### src/rtl/csdec_pkg.sv
package csdec_pkg;
  localparam int NUM_REGIONS = 5;
  localparam int ADDR_W      = 32;
  localparam int GRAN_BITS   = 12;
  localparam int TAG_W       = ADDR_W - GRAN_BITS;
  localparam int IDX_W       = $clog2(NUM_REGIONS);
endpackage

### src/rtl/csdec_regfile.sv
module csdec_regfile
  import csdec_pkg::*;
#(
  parameter int N = NUM_REGIONS
) (
  input  logic                     clk,
  input  logic                     rst_n,
  input  logic                     cfg_we,
  input  logic [IDX_W:0]           cfg_addr,
  input  logic [ADDR_W-1:0]        cfg_wdata,
  output logic [N-1:0][TAG_W-1:0]  base_tag,
  output logic [N-1:0][TAG_W-1:0]  mask_tag,
  output logic [N-1:0]             region_en,
  output logic [N-1:0]             region_wp
);
  logic unused_cfg_bits;
  assign unused_cfg_bits = ^cfg_wdata[GRAN_BITS-1:2];

  for (genvar i = 0; i < N; i++) begin : g_reg
    logic hit_base, hit_mask;
    assign hit_base = cfg_we && (cfg_addr[IDX_W:1] == IDX_W'(i)) && !cfg_addr[0];
    assign hit_mask = cfg_we && (cfg_addr[IDX_W:1] == IDX_W'(i)) &&  cfg_addr[0];

    always_ff @(posedge clk or negedge rst_n) begin
      if (!rst_n) begin
        base_tag[i]  <= '0;
        region_en[i] <= 1'b0;
        region_wp[i] <= 1'b0;
      end else if (hit_base) begin
        base_tag[i]  <= cfg_wdata[ADDR_W-1:GRAN_BITS];
        region_en[i] <= cfg_wdata[0];
        region_wp[i] <= cfg_wdata[1];
      end
    end

    always_ff @(posedge clk or negedge rst_n) begin
      if (!rst_n)        mask_tag[i] <= '0;
      else if (hit_mask) mask_tag[i] <= cfg_wdata[ADDR_W-1:GRAN_BITS];
    end
  end
endmodule

### src/rtl/csdec_match.sv
module csdec_match
  import csdec_pkg::*;
#(
  parameter int N = NUM_REGIONS
) (
  input  logic [TAG_W-1:0]         addr_tag,
  input  logic [N-1:0][TAG_W-1:0]  base_tag,
  input  logic [N-1:0][TAG_W-1:0]  mask_tag,
  input  logic [N-1:0]             region_en,
  output logic [N-1:0]             match
);
  for (genvar i = 0; i < N; i++) begin : g_cmp
    assign match[i] = region_en[i] &&
                      (((addr_tag ^ base_tag[i]) & mask_tag[i]) == '0);
  end
endmodule

### src/rtl/csdec_select.sv
module csdec_select
  import csdec_pkg::*;
#(
  parameter int N = NUM_REGIONS
) (
  input  logic              clk,
  input  logic              rst_n,
  input  logic              acc_valid,
  input  logic              acc_write,
  input  logic [N-1:0]      match,
  input  logic [N-1:0]      region_wp,
  output logic [N-1:0]      cs_n,
  output logic [IDX_W-1:0]  cs_idx,
  output logic              cs_wr_stb,
  output logic              cs_miss,
  output logic              cs_wp_viol
);
  logic             any_hit;
  logic [IDX_W-1:0] win_idx;
  logic [N-1:0]     cs_n_d;
  logic [IDX_W-1:0] idx_d;
  logic             stb_d, miss_d, viol_d, refused;

  always_comb begin
    any_hit = 1'b0;
    win_idx = '0;
    for (int i = N - 1; i >= 0; i--) begin
      if (match[i]) begin
        any_hit = 1'b1;
        win_idx = IDX_W'(i);
      end
    end
  end

  always_comb begin
    refused = acc_valid && any_hit && acc_write && region_wp[win_idx];
    cs_n_d  = '1;
    if (acc_valid && any_hit && !refused) cs_n_d[win_idx] = 1'b0;
    idx_d   = (acc_valid && any_hit) ? win_idx : '0;
    stb_d   = acc_valid && any_hit && acc_write && !refused;
    miss_d  = acc_valid && !any_hit;
    viol_d  = refused;
  end

  always_ff @(posedge clk or negedge rst_n) begin
    if (!rst_n) begin
      cs_n       <= '1;
      cs_idx     <= '0;
      cs_wr_stb  <= 1'b0;
      cs_miss    <= 1'b0;
      cs_wp_viol <= 1'b0;
    end else begin
      cs_n       <= cs_n_d;
      cs_idx     <= idx_d;
      cs_wr_stb  <= stb_d;
      cs_miss    <= miss_d;
      cs_wp_viol <= viol_d;
    end
  end
endmodule

### src/rtl/csdec_top.sv
module csdec_top
  import csdec_pkg::*;
#(
  parameter int N = NUM_REGIONS
) (
  input  logic              clk,
  input  logic              rst_n,
  input  logic              cfg_we,
  input  logic [IDX_W:0]    cfg_addr,
  input  logic [ADDR_W-1:0] cfg_wdata,
  input  logic              acc_valid,
  input  logic              acc_write,
  input  logic [ADDR_W-1:0] acc_addr,
  output logic [N-1:0]      cs_n,
  output logic [IDX_W-1:0]  cs_idx,
  output logic              cs_wr_stb,
  output logic              cs_miss,
  output logic              cs_wp_viol
);
  logic [N-1:0][TAG_W-1:0] base_tag;
  logic [N-1:0][TAG_W-1:0] mask_tag;
  logic [N-1:0]            region_en;
  logic [N-1:0]            region_wp;
  logic [N-1:0]            match;
  logic                    unused_addr_low;

  assign unused_addr_low = ^acc_addr[GRAN_BITS-1:0];

  csdec_regfile #(.N(N)) u_regs (
    .clk(clk), .rst_n(rst_n), .cfg_we(cfg_we), .cfg_addr(cfg_addr),
    .cfg_wdata(cfg_wdata), .base_tag(base_tag), .mask_tag(mask_tag),
    .region_en(region_en), .region_wp(region_wp)
  );

  csdec_match #(.N(N)) u_match (
    .addr_tag(acc_addr[ADDR_W-1:GRAN_BITS]), .base_tag(base_tag),
    .mask_tag(mask_tag), .region_en(region_en), .match(match)
  );

  csdec_select #(.N(N)) u_sel (
    .clk(clk), .rst_n(rst_n), .acc_valid(acc_valid), .acc_write(acc_write),
    .match(match), .region_wp(region_wp), .cs_n(cs_n), .cs_idx(cs_idx),
    .cs_wr_stb(cs_wr_stb), .cs_miss(cs_miss), .cs_wp_viol(cs_wp_viol)
  );
endmodule

### config.mk
export PLATFORM = sky130hd
export DESIGN_NAME = csdec_top
export DESIGN_NICKNAME = d
export VERILOG_FILES = /design/src/rtl/csdec_pkg.sv /design/src/rtl/csdec_regfile.sv /design/src/rtl/csdec_match.sv /design/src/rtl/csdec_select.sv /design/src/rtl/csdec_top.sv
export SDC_FILE = /design/constraint.sdc
export NUM_CORES = 1
export LEC_CHECK = 0
export BUFFER_PORTS_ARGS = -buffer_cell sky130_fd_sc_hd__buf_2
export CAP_MARGIN = 10
export CORE_MARGIN = 5
export CORE_UTILIZATION = 25
export DETAILED_ROUTE_END_ITERATION = 16
export SLEW_MARGIN = 20
export SYNTH_ARGS = -nofsm -noshare
export SYNTH_HDL_FRONTEND = slang
export SYNTH_SLANG_ARGS = --single-unit
### constraint.sdc
create_clock -name clk -period 2.3 [get_ports clk]
set_input_delay 0.23 -clock clk [delete_from_list [all_inputs] [get_ports clk]]
set_output_delay 0.23 -clock clk [all_outputs]
set_load 0.01 [all_outputs]
; ---- After elaboration in Yosys (flattened, before gate mapping)
; Cells that the tools add are included.
[totals]
ff_bits = 221
in_bits = 73
out_inout_bits = 11
[op_classes]
n_lt_le_gt_ge = 2
eq_ne = 4
muxes = 16
bitwise_logic = 11
n_reduce_logical = 36
[op_table]
columns = op, n
row1 = 20-bit AND, 5
row2 = 20-bit logical NOT, 5
row3 = 20-bit XOR, 5
row4 = 1-bit logical AND, 27
row5 = 3-bit 2-to-1 mux, 6
row6 = 1-bit 2-to-1 mux, 7
row7 = 3-bit by 2-bit equality test with 1-bit output (second input constant), 2
row8 = 5-bit 2-to-1 mux, 1
row9 = 5-bit inverter, 1
row10 = 3-bit by 4-bit < comparator with 1-bit output (second input constant), 1
row11 = 1-bit binary-select mux with 3-bit select, 1
row12 = 1-bit demux with 3-bit select, 1
row13 = 3-bit by 1-bit equality test with 1-bit output (second input constant), 1
row14 = 3-bit equality test (second input constant), 1
row15 = 3-bit by 1-bit greater-or-equal comparator with 1-bit output (second input constant), 1
row16 = 1-bit logical NOT, 3
row17 = 3-bit logical NOT, 1

; ---- Depth between registers and ports, before layout
; Gate-level depths: netlist of the first run.
[logic_depth]
depth_word = 15
ltp_mapped = 9

; ---- By module
; Synthesis of the first run repeated with hierarchy kept, for this count alone.
[unflattened]
hier_cells = 714
area_unflattened_um2 = 9968.3
[by_module_without_submodules]
columns = mod, instances, cells_each, area_per_inst_um2
row1 = csdec_regfile, 1, 478, 8003.9
row2 = csdec_match, 1, 192, 1458.9
row3 = csdec_select, 1, 44, 505.5

; ---- Least setup slack after synthesis of the first run
; Ideal clock, no wire load.
[synth_path]
path_type = register to register
startpoint = register u_regs.base_tag[48] (netlist name)
endpoint = register u_sel.cs_n[3]
setup_ns = 0.066
arrival_ns = 2.215
required_ns = 2.234
slack_ns = 0.019
path_stages_with_launch = 9
period_less_slack_ns = 2.281
path_cell_list = dfrtp_1 > xor2_1 > a222oi_1 > nand3_1 > or3_4 > a311o_1 > a211oi_2 > o211ai_2 > nand4_1
[synth_between]
elab_chain_cells = 13
[synth_lines]
columns = item, line_no
row1 = start: declaration, csdec_regfile.sv:11  ; output logic [N-1:0][TAG_W-1:0] base_tag,
row2 = start signal: indexed assignment, csdec_regfile.sv:30  ; base_tag[i] <= cfg_wdata[ADDR_W-1:GRAN_BITS];
row3 = 20-bit XOR *, csdec_match.sv:14  ; (((addr_tag ^ base_tag[i]) & mask_tag[i]) == '0);
row4 = 20-bit AND *, csdec_match.sv:14
row5 = 20-bit logical NOT *, csdec_match.sv:14
row6 = 1-bit logical AND *, csdec_match.sv:13  ; assign match[i] = region_en[i] &&
row7 = 3-bit 2-to-1 mux / 1-bit 2-to-1 mux (equally long branches) (3 in a row), csdec_select.sv:28  ; if (match[i]) begin
row8 = "3-bit by 4-bit < comparator with 1-bit output (not written as such), or another cell as far along", csdec_select.sv:38  ; if (acc_valid && any_hit && !refused) cs_n_d[win_idx] = 1'b0;
row9 = "1-bit logical AND (not written as such), or another cell as far along", csdec_select.sv:38
row10 = 1-bit 2-to-1 mux (not written as such) / 1-bit logical AND (equally long branches), "csdec_select.sv:38, csdec_select.sv:36"
row11 = 1-bit demux with 3-bit select / 1-bit logical NOT (equally long branches), -
row12 = 5-bit inverter (no source line) / 1-bit logical AND (equally long branches), -
row13 = 5-bit 2-to-1 mux *, csdec_select.sv:38
row14 = via u_sel.cs_n_d[3], csdec_select.sv:20  ; logic [N-1:0] cs_n_d;
row15 = end signal: assignment, csdec_select.sv:53  ; cs_n <= cs_n_d;
row16 = end: declaration, csdec_select.sv:12  ; output logic [N-1:0] cs_n,
; The timed path passes the listed nets; every way through them passes the cells marked *. The select of a mux whose other input is x is not followed.
; A chain may end at the register's enable or synchronous reset.

; ---- Worst setup path in the final report of the first run
[layout_path]
startpoint = register u_regs.base_tag[49] (netlist name)
endpoint = register u_sel.cs_n[3]
; Same word-level chain as after synthesis.

==> metrics.cfg, run 1 <==
[pwr]
intPower_mw=8.06
clock_power_share_pct=32.5
switchingPower_mw=3.08
p_leak_nw=5.25
p_per_area_mw_per_mm2=936
p_sw_share_pct=27.7
p_comb_share_pct=20.4
seq_power_share_pct=47.2
vdd_drop_max_v=0.000561

[timing]
tightestPinTransition_ns=0.655
tns_ns=-0.142
relSlewSlack_pct=56.3
setup_viol=4
layout_min_cycle_time_ns=2.36
hold_viol=0
drv_slew=0
max_clock_freq_ghz=0.424
skew_ns=0.0120
final.period_utilization_pct=103
rsz0062_at_grt=true
fin_ws_ns=-0.0606

[setup_path]
r2r-start=u_regs.base_tag[49]$_DFFE_PN0P_
worstSetupEndpoint=u_sel.cs_n[3]$_DFF_PN1_
critical_path_class=reg2reg
reg2reg_depth=9
required_ns=2.75
crit_path_end_kind=flip-flop
crit_fanout=4
worstPathArrival_ns=2.81
crit_start=u_regs.base_tag[49]$_DFFE_PN0P_
r2r_slack_ns=-0.06
timing.rr.end=u_sel.cs_n[3]$_DFF_PN1_
start_kind=flip-flop

[global_routing]
grt_pass1_vias=6237
grt_max_degree=76
grt_pass1_wl_um=38700
grt_overflow=0
antenna_found_initial=3
grt_usage_pct=11.4

[place]
dp_cells=1292
hpwlAfterDp_um=17200
gp_congestion=0.787
place.port_buffers=61
dp_slack_ns=-0.238

[clocking]
cts_root_buf=clkbuf_16
cts_made_buffers=25
h-tree-depth=1
clkSinkCount=221
cts_buffer_depth=3
worst_skew_pair.late_latency_ns=0.52
path_clk_slew_ns=0.06
cts_tree=yes

[routing]
drt_iter0_drc=338
num_vias=5923
drc_errors=0
drtPass1Iterations=4
post_drt_wl_per_cell_um=18.6
wirelength_um=25000
ant_nets=0
via_per_inst=4.41

[synth]
synthCells=719
synth.yosys.seq_area_share_pct=56.2
synth_edf_count=0
ys_ff_latch=221
yosysTopAreaCell=dfrtp_1
yosysMostFrequentCell=dfrtp_1
syn-cell-area_mm2=0.00985
synth_top_area_share_pct=54.9
synthTopCellsByCount=dfrtp_1, mux2_2, xor2_1
async_flop_share_pct=100
ys_types=37
yosysWarnings=0
synth_area_leaders=dfrtp_1, mux2_2, xor2_1, a22oi_1, clkbuf_1
synthFlopType=dfrtp_1
syn_nets=792
syn_avg_cell_area_um2=13.7

[die]
start_util_pct=25.4
die-area_mm2=0.0435
fp.dieH_um=208
dieWidth_um=208
core_area_mm2=0.0388
rows=72
ioPinCount=84

[run]
maxCapViolCount=0

[worst_hold_path]
hold_path.class=in2reg

[layout]
fill_cells=3920
final_cells=1343
drive_gt1_share_pct=47.5
syn2layout_area_growth_pct=20.9
multi_input_area_mm2=0.00410
seq_area_mm2=0.00554
fin_util_pct=30.7
nets=879

[status]
status=finished, violations left
failed_checks=negative setup slack

[sequential cells by signal (all words and copies together) (netlist names)]
name,cells
u_regs.base_tag,100
u_sel.cs_n,5
u_sel.cs_miss,1
u_regs.region_wp,5
u_sel.cs_idx,3
u_regs.region_en,5
u_sel.cs_wp_viol,1
u_regs.mask_tag,100
u_sel.cs_wr_stb,1
[per-stage QoR]
| step | power [mW] | cell area [um^2] | hold slack (ns) |
|---|---|---|---|
| global placement | 7.49 | 11100 | 0.276 |
| floorplan | 6.67 | 9850 | -0.0656 |
| global route | 11.7 | 11900 | -0.000448 |
| finish | 11.1 | 11900 | 0.0101 |
| detailed placement | 7.58 | 11100 | 0.285 |
| CTS | 11.3 | 11900 | -0.0107 |
[cells in the final DEF, fill, tap and decap left out, types with 4 or more instances in the layout]
cell type      count
dfrtp_1          216
mux2_2           209
a222oi_1           5
dlygate4sd3_1      4
clkinv_2           8
clkbuf_16         25
nor3_1             7
nor2_1             5
buf_4             55
nand3_1            7
buf_2             60
clkbuf_1           7
nand2_1           14
dfstp_2            5
nand4_1           11
a22oi_1           38
buf_12             5
xor2_1           100
[power groups by stage]
stage                     registers (mW)  logic [mW]  clock network [mW]
after floorplan                     5.20        1.47                   0
after global placement              5.28        2.21                   0
after detailed placement            5.33        2.25                   0
after CTS                           5.26        2.28                3.72
after global routing                5.36        2.49                3.88
final                               5.26        2.27                3.62
[cell type report]
| class | instances | share of cell area [%] |
|---|---|---|
| multi-input cells | 431 | 34.5 |
| flip-flops and latches | 221 | 46.5 |
| diodes | 1 | 0.0210 |
| inverters | 2 | 0.0630 |
| repair buffers | 125 | 7.29 |
| clock inverters | 11 | 0.536 |
| well taps | 518 | 5.44 |
| clock buffers | 34 | 5.70 |
[per-layer routing]
layer  vias up  routed length (um)  track usage (%)
li1       2723                   -                -
met1      3062               11500             15.7
met2       101               11800             18.6
met3        33                1210             2.58
met4         4                 380             2.02
met5         -                  27                0
[critical path, stage by stage, from the launching register on]
cell      delay, ns
dfrtp_1        0.39
xor2_1         0.17
a22oi_2        0.27
nand4_1        0.19
buf_4          0.19
or3_4          0.32
a311o_1        0.29
a211oi_2       0.22
o211ai_2       0.14
nand4_1        0.11
[logic make-up (layout without fill, tap and decap cells)]
logic type             Yosys count  count (layout)  share of synthesized area (%)
flip-flops                     221             221                           56.2
other                            0               1                              0
buffers and inverters           67             172                           2.81
XOR/XNOR                       100             100                           8.89
AO/OA/AOI/OAI                   56              56                           4.48
AND/OR/NAND/NOR                 66              66                           3.70
multiplexers                   209             209                           23.9
[what timing repair did]
item | in CTS | in global routing
resized for setup | 4 | 4
endpoints found under the setup margin | 6 | 6
endpoints found under the hold margin | 69 | 1
setup buffers | 1 | 0
pin swaps | 6 | 1
hold buffers | 3 | 1
[how the worst min path moves through the flow]
stage	start	to	slack, ns	cells past startpoint
4_1_cts	acc_write	u_sel.cs_wr_stb$_DFF_PN0_	-0.01	2
6_report	acc_write	u_sel.cs_n[4]$_DFF_PN1_	0.01	3
5_1_grt	acc_write	u_sel.cs_wr_stb$_DFF_PN0_	-0.0004	2
3_3_place_gp	rst_n	u_regs.base_tag[54]$_DFFE_PN0P_	0.28	1
2_1_floorplan	rst_n	u_regs.base_tag[0]$_DFFE_PN0P_	-0.07	0
3_5_place_dp	rst_n	u_regs.base_tag[57]$_DFFE_PN0P_	0.29	1
No activity file was read; power rests on OpenSTA's default activity.
==> run 2: changes to the inputs <==
- CORE_MARGIN: 5 -> 4
- SKIP_LAST_GASP: not set -> 1
==> run 2 against run 1 <==
Against the previous run: the flow finishes with violations (negative hold slack, negative setup slack); flip-flop and latch count unchanged; count of clock-buffer cells in the layout increased by 7; global-route usage increased by 0.64 points; via count increased by 0.98%; sequential power about the same; maximum frequency about the same; cell count increased by 0.22%; utilization increased by 0.18 points; sequential share of layout area decreased by 0.27 points; clock power increased by 7.2%; wire length increased by 0.86%; cell area increased by 0.58%.
==> metrics.cfg, run 2 (synthesized netlist as in run 1, its figures left out) <==
[timing]
whs_ns=-0.00449  ; was 0.0101 ns
tns_ns=-0.182  ; was -0.142 ns
skew_ns=0.00545  ; was 0.0120 ns
drv_slew=0  ; unchanged
hold_viol=1  ; was 0
layout_min_cycle_time_ns=2.36  ; about the same
final.period_utilization_pct=103  ; about the same
tightestPinTransition_ns=0.625  ; was 0.655 ns
fin_ws_ns=-0.0611  ; was -0.0606 ns
setup_viol=4  ; unchanged
rsz0062_at_grt=true  ; unchanged
relSlewSlack_pct=58.3  ; was 56.3%
max_clock_freq_ghz=0.424  ; about the same

[global_routing]
grt_pass1_wl_um=39300  ; was 38700 um
grt_max_degree=77  ; was 76
antenna_found_initial=4  ; was 3
grt_usage_pct=12.0  ; was 11.4%
grt_overflow=0  ; unchanged
grt_pass1_vias=6391  ; was 6237

[place]
place.port_buffers=61  ; unchanged
dp_slack_ns=-0.231  ; was -0.238 ns
gp_congestion=0.766  ; was 0.787
dp_cells=1292  ; unchanged
hpwlAfterDp_um=17300  ; was 17200 um
placedInstanceArea_mm2=0.0111  ; about the same

[clocking]
cts_made_buffers=25  ; unchanged
h-tree-depth=1  ; unchanged
worst_skew_pair.late_latency_ns=0.52  ; about the same
path_clk_slew_ns=0.06  ; about the same
cts_tree=yes  ; unchanged
cts_buffer_depth=3  ; unchanged
clkSinkCount=221  ; unchanged
cts_root_buf=clkbuf_16  ; unchanged

[pwr]
p_per_area_mw_per_mm2=952  ; was 936 mW/mm^2
vdd_drop_max_v=0.000497  ; was 0.000561 V
p_sw_share_pct=26.8  ; was 27.7%
p_comb_share_pct=19.8  ; was 20.4%
switchingPower_mw=3.05  ; was 3.08 mW
seq_power_share_pct=46.2  ; was 47.2%
clock_power_share_pct=34.0  ; was 32.5%
p_leak_nw=5.28  ; was 5.25 nW
p_total_mw=11.4  ; was 11.1 mW
intPower_mw=8.34  ; was 8.06 mW

[routing]
ant_nets=0  ; unchanged
drt_iter0_drc=339  ; was 338
via_per_inst=4.44  ; was 4.41
wirelength_um=25200  ; was 25000 um
post_drt_wl_per_cell_um=18.7  ; was 18.6 um
num_vias=5981  ; was 5923
drc_errors=0  ; unchanged
drtPass1Iterations=4  ; unchanged

[setup_path]
cp_slowest_cell=or3_4  ; was dfrtp_1
worstPathArrival_ns=2.82  ; was 2.81 ns
crit_fanout=4  ; unchanged
crit_family=compound AO/OA/AOI/OAI gates  ; unchanged
crit_buf_inv=0  ; was 1
crit_path_end_kind=flip-flop  ; unchanged
start_kind=flip-flop  ; unchanged
required_ns=2.76  ; was 2.75 ns
slowest_delay_ns=0.43  ; was 0.39 ns
r2r_slack_ns=-0.06  ; about the same
reg2reg_depth=8  ; was 9
critical_path_class=reg2reg  ; unchanged
cp_cell_sequence=xor2_1, a222oi_1, nand3_1, or3_4, a311o_1, a211oi_2, o211ai_2, nand4_1  ; was xor2_1, a22oi_2, nand4_1, buf_4, or3_4, a311o_1, a211oi_2, o211ai_2, nand4_1
worst-path-stages=8  ; was 9

[die]
start_util_pct=25.4  ; unchanged
core_area_mm2=0.0388  ; unchanged
die-area_mm2=0.0426  ; was 0.0435 mm^2
rows=72  ; unchanged
fp.dieH_um=206  ; was 208 um
dieWidth_um=206  ; was 208 um
ioPinCount=84  ; unchanged

[status]
status=finished, violations left  ; unchanged
failed_checks=negative hold slack, negative setup slack  ; was negative setup slack

[worst_hold_path]
hold_path.class=in2reg  ; unchanged
hold_depth=3  ; unchanged

[layout]
mostFrequentLayoutCell=dfrtp_1  ; unchanged
syn2layout_area_growth_pct=21.6  ; was 20.9%
nets=880  ; was 879
final_cells=1346  ; was 1343
layout_common_cells=dfrtp_1, mux2_2, xor2_1  ; unchanged
stdcell_area_mm2=0.0120  ; was 0.0119 mm^2
reg_top3=u_regs.base_tag (100), u_regs.mask_tag (100)  ; unchanged
drive_gt1_share_pct=46.9  ; was 47.5%

[run]
maxCapViolCount=0  ; unchanged

-- run 2: cell count changes in the layout (fill, tap and decap cells not counted), sizes merged --
cell	delta
dlygate4sd3	+1
clkinvlp	-2
bufinv	+1
clkinv	-5
clkbuf	+7
diode	+1
-- run 2: worst paths after layout --
kind	endpoint	start
worst max-delay path	u_sel.cs_n[3]$_DFF_PN1_	u_regs.base_tag[48]$_DFFE_PN0P_
worst min-delay path	u_sel.cs_n[4]$_DFF_PN1_	acc_write
worst max register to register	u_sel.cs_n[3]$_DFF_PN1_	u_regs.base_tag[48]$_DFFE_PN0P_
worst min register to register	u_regs.mask_tag[67]$_DFFE_PN0P_	u_regs.mask_tag[67]$_DFFE_PN0P_
max in group asynchronous	u_regs.mask_tag[3]$_DFFE_PN0P_	rst_n
min in group asynchronous	u_regs.base_tag[54]$_DFFE_PN0P_	rst_n
-- run 2: per-layer routing --
metal  vias up  track usage, %  part of all wire [%]
met5         -               0                 0.079
met4         2            2.59                   2.2
met3        42            2.64                   4.3
met2       101            19.9                    48
met1      3104            16.2                    45
li1       2732               -                     -
-- run 2: final cells by class --
| class | count | area (um^2) |
|---|---|---|
| Inverter | 2 | 7.51 |
| Tap cell | 518 | 648 |
| Sequential cell | 221 | 5540 |
| Fill cell | 3873 | 26800 |
| Antenna cell | 2 | 5.00 |
| Clock buffer | 41 | 756 |
| Timing Repair Buffer | 126 | 891 |
| Clock inverter | 5 | 53.8 |
| Multi-Input combinational cell | 431 | 4080 |
-- run 2: worst register-to-register path, stage by stage (launching register included) --
cell and delay (ns):
dfrtp_1 0.38, xor2_1 0.16, a222oi_1 0.33, nand3_1 0.21, or3_4 0.44, a311o_1 0.30
a211oi_2 0.22, o211ai_2 0.14, nand4_1 0.11
-- run 2: repair_timing --
item | 4_1_cts | 5_1_grt
hold buffers | 3 | 2
endpoints found under the hold margin | 71 | 1
resized for setup | 2 | 1
setup buffers | 1 | 0
pin swaps | 7 | 1
endpoints found under the setup margin | 5 | 8
-- run 2: power by group through the flow --
stage,combinational [mW],clock [mW],sequential [mW]
floorplan,1.47,0,5.20
global placement,2.22,0,5.28
detailed placement,2.26,0,5.33
CTS,2.29,3.99,5.27
global route,2.50,4.17,5.38
finish,2.26,3.88,5.26
-- run 2: per-stage QoR --
step	utilization, %	hold WS (ns)
2_1_floorplan	-	-0.0656
3_3_place_gp	28.6	0.272
4_1_cts	30.8	-0.0324
5_1_grt	30.8	0.00458
6_report	30.8	-0.00449
3_5_place_dp	28.6	0.266
==> run 3: changes to the inputs <==
- ABC_AREA: not set -> 1
==> run 3 against run 2 <==
Against the previous run: utilization fell by 1.5 points; critical endpoint is now u_sel.cs_n[1]$_DFF_PN1_; cell count is 44% higher; highest routed layer unchanged; sequential power shrank 2%; the run now ends clean.
==> metrics.cfg, run 3 <==
[layout]
drive_gt1_share_pct=9.86  ; was 46.9%
layout_common_cells=nand2_1, dfrtp_1, o21ai_0  ; was dfrtp_1, mux2_2, xor2_1
fin_util_pct=29.3  ; was 30.8%
reg_top3=u_regs.base_tag (100), u_regs.mask_tag (100)  ; unchanged
syn2layout_area_growth_pct=15.9  ; was 21.6%
multi_input_area_mm2=0.00408  ; about the same
seq_area_mm2=0.00554  ; unchanged
fill_cells=4339  ; was 3873
mostFrequentLayoutCell=nand2_1  ; was dfrtp_1
nets=1459  ; was 880
stdcell_area_mm2=0.0120  ; about the same

[setup_path]
cp_cell_sequence=nand2_1, nand2_1, nor2_1, nor2_1, nand2_1, nor2_1, nand3_1, nand2_1, inv_1, nand2_1, nor2_2, a21oi_4, nand3_4, nand3_1  ; was xor2_1, a222oi_1, nand3_1, or3_4, a311o_1, a211oi_2, o211ai_2, nand4_1
crit_top_cell=nand2_1
critical_path_class=reg2reg  ; unchanged
reg2reg_depth=14  ; was 8
r2r_slack_ns=0.28  ; was -0.06 ns
crit_path_end_kind=flip-flop  ; unchanged
worst-path-stages=14  ; was 8
cp_slowest_cell=dfrtp_1  ; was or3_4
r2r-start=u_regs.base_tag[74]$_DFFE_PN0P_  ; was u_regs.base_tag[48]$_DFFE_PN0P_
slowest_delay_ns=0.39  ; was 0.43 ns
crit_fanout=6  ; was 4
worstPathArrival_ns=2.45  ; was 2.82 ns
crit_family=simple AND/OR/NAND/NOR gates  ; was compound AO/OA/AOI/OAI gates
start_kind=flip-flop  ; unchanged
crit_buf_inv=1  ; was 0
required_ns=2.73  ; was 2.76 ns
timing.rr.end=u_sel.cs_n[1]$_DFF_PN1_  ; was u_sel.cs_n[3]$_DFF_PN1_

[worst_hold_path]
worstHoldStart=cfg_wdata[1]  ; was acc_write
hold_path_end=u_regs.region_wp[4]$_DFFE_PN0P_  ; was u_sel.cs_n[4]$_DFF_PN1_
hold_depth=3  ; unchanged
hold_path.class=in2reg  ; unchanged

[die]
core_area_mm2=0.0408  ; was 0.0388 mm^2
ioPinCount=84  ; unchanged
die-area_mm2=0.0447  ; was 0.0426 mm^2
start_util_pct=25.3  ; was 25.4%
rows=74  ; was 72
fp.dieH_um=211  ; was 206 um
dieWidth_um=211  ; was 206 um

[global_routing]
grt_usage_pct=12.9  ; was 12.0%
grt_pass1_wl_um=45900  ; was 39300 um
grt_overflow=0  ; unchanged
use_met1_pct=18.2  ; was 16.2%
use_met3_pct=2.55  ; was 2.64%
top_usage_layer=met2  ; unchanged
grt_pass1_vias=8110  ; was 6391
antenna_found_initial=2  ; was 4
grt_max_degree=81  ; was 77
grt_use_met2_pct=20.5  ; was 19.9%

[clocking]
path_clk_slew_ns=0.06  ; about the same
cts_buffer_depth=3  ; unchanged
clkSinkCount=221  ; unchanged
cts_root_buf=clkbuf_16  ; unchanged
h-tree-depth=1  ; unchanged
cts_made_buffers=25  ; unchanged
cts_tree=yes  ; unchanged
worst_skew_pair.late_latency_ns=0.53  ; was 0.52 ns
post_cts_buffers=0  ; was 1

[timing]
whs_ns=0.0494  ; was -0.00449 ns
drv_slew=0  ; unchanged
tightestPinTransition_ns=0.645  ; was 0.625 ns
hold_viol=0  ; was 1
skew_ns=0.0150  ; was 0.00545 ns
relSlewSlack_pct=57.0  ; was 58.3%
tns_ns=0  ; was -0.182 ns
final.period_utilization_pct=87.8  ; was 103%
max_clock_freq_ghz=0.495  ; was 0.424 GHz
setup_viol=0  ; was 4
layout_min_cycle_time_ns=2.02  ; was 2.36 ns
rsz0062_at_grt=false  ; was true

[place]
hpwlAfterDp_um=19800  ; was 17300 um
place.port_buffers=61  ; unchanged
placedInstanceArea_mm2=0.0112  ; was 0.0111 mm^2
gp_congestion=0.816  ; was 0.766

[status]
status=finished clean  ; was finished, violations left

[pwr]
p_total_mw=10.9  ; was 11.4 mW
p_leak_nw=5.91  ; was 5.28 nW
p_per_area_mw_per_mm2=911  ; was 952 mW/mm^2
vdd_drop_max_v=0.000380  ; was 0.000497 V

[synth]
ys_types=32  ; was 37
yosysWarnings=0  ; unchanged
syn-cell-area_mm2=0.0103  ; was 0.00985 mm^2
synthCells=1334  ; was 719
synth_area_leaders=dfrtp_1, nand2_1, o21ai_0, nor2_1, inv_1  ; was dfrtp_1, mux2_2, xor2_1, a22oi_1, clkbuf_1
synth_top_area_share_pct=52.3  ; was 54.9%
synthTopCellsByCount=nand2_1, dfrtp_1, o21ai_0  ; was dfrtp_1, mux2_2, xor2_1
synth.yosys.seq_area_share_pct=53.6  ; was 56.2%
syn_avg_cell_area_um2=7.75  ; was 13.7 um^2
syn_nets=1407  ; was 792
yosysMostFrequentCell=nand2_1  ; was dfrtp_1
async_flop_share_pct=100  ; unchanged
synth_edf_count=0  ; unchanged
synthFlopType=dfrtp_1  ; unchanged
ys_ff_latch=221  ; unchanged
yosysTopAreaCell=dfrtp_1  ; unchanged

[routing]
num_vias=8445  ; was 5981
drtPass1Iterations=5  ; was 4
drt_iter0_drc=752  ; was 339
drc_errors=0  ; unchanged
ant_nets=0  ; unchanged
wirelength_um=28700  ; was 25200 um
via_per_inst=4.37  ; was 4.44
post_drt_wl_per_cell_um=14.8  ; was 18.7 um

[run]
maxCapViolCount=0  ; unchanged

## run 3: changes by cell type in the layout (fill, tap and decap cells not counted), moves of 14 or more
cell and change:
mux2_2 -209, buf_4 -39, or2_1 +14, a22oi_1 -38, inv_1 +113, nand2_1 +448
o21ai_0 +211, nand3_1 +67, xor2_1 -100, nor2_1 +132
## run 3: worst max-delay path by stage
stage,end,from
detailed placement,u_sel.cs_wr_stb$_DFF_PN0_,acc_addr[22]
global route,u_sel.cs_n[1]$_DFF_PN1_,u_regs.base_tag[73]$_DFFE_PN0P_
CTS,u_sel.cs_n[1]$_DFF_PN1_,u_regs.base_tag[74]$_DFFE_PN0P_
floorplan,u_sel.cs_n[0]$_DFF_PN1_,u_regs.base_tag[44]$_DFFE_PN0P_
finish,u_sel.cs_n[1]$_DFF_PN1_,u_regs.base_tag[74]$_DFFE_PN0P_
global placement,u_sel.cs_wr_stb$_DFF_PN0_,acc_addr[22]
## run 3: stage by stage
step	instances	worst slack, ns
finish	1933	0.281
global route	1933	0.0513
CTS	1932	0.273
detailed placement	1889	0.241
global placement	1889	0.284
floorplan	1334	0.677
## run 3: final cells by class
class | count | area share, %
sequential | 221 | 46.2
multi-input combinational | 939 | 34.1
clock buffer | 40 | 6.20
tap | 532 | 5.56
timing repair buffer | 80 | 4.08
inverter | 119 | 3.73
clock inverter | 1 | 0.0732
antenna | 1 | 0.0209
## run 3: kinds of logic (layout without fill, tap and decap cells)
kind of cell           after synthesis  after routing  synth area share [%]
and+or+nand+nor                    721            721                  28.7
DFF                                221            221                  53.6
AOI/OAI and AO/OA                  218            218                  10.7
buffers and inverters              174            240                  7.01
other                                0              1                     0
## run 3: timing repair
action	CTS	global route
endpoints found under the setup margin	0	0
hold buffers	2	0
resized for setup	0	0
hold endpoints to repair	74	0
## run 3: worst register-to-register path: stages, from the launching register on
cell and delay [ns]:
dfrtp_1 0.39, nand2_1 0.07, nand2_1 0.04, nor2_1 0.34, nor2_1 0.11, nand2_1 0.08, nor2_1 0.04, nand3_1 0.17
nand2_1 0.09, inv_1 0.07, nand2_1 0.07, nor2_2 0.18, a21oi_4 0.10, nand3_4 0.10, nand3_1 0.08
## run 3: report_power, final
group | switching [mW] | internal (mW)
clock | 1.50 | 2.18
combinational | 1.30 | 0.776
sequential | 0.481 | 4.66
total | 3.29 | 7.61
## run 3: per-layer routing
layer  up-vias  wire length, um
li1       4294                -
met1      3916            13400
met2       191            13000
met3        42             1730
met4         2              595
met5         -               13
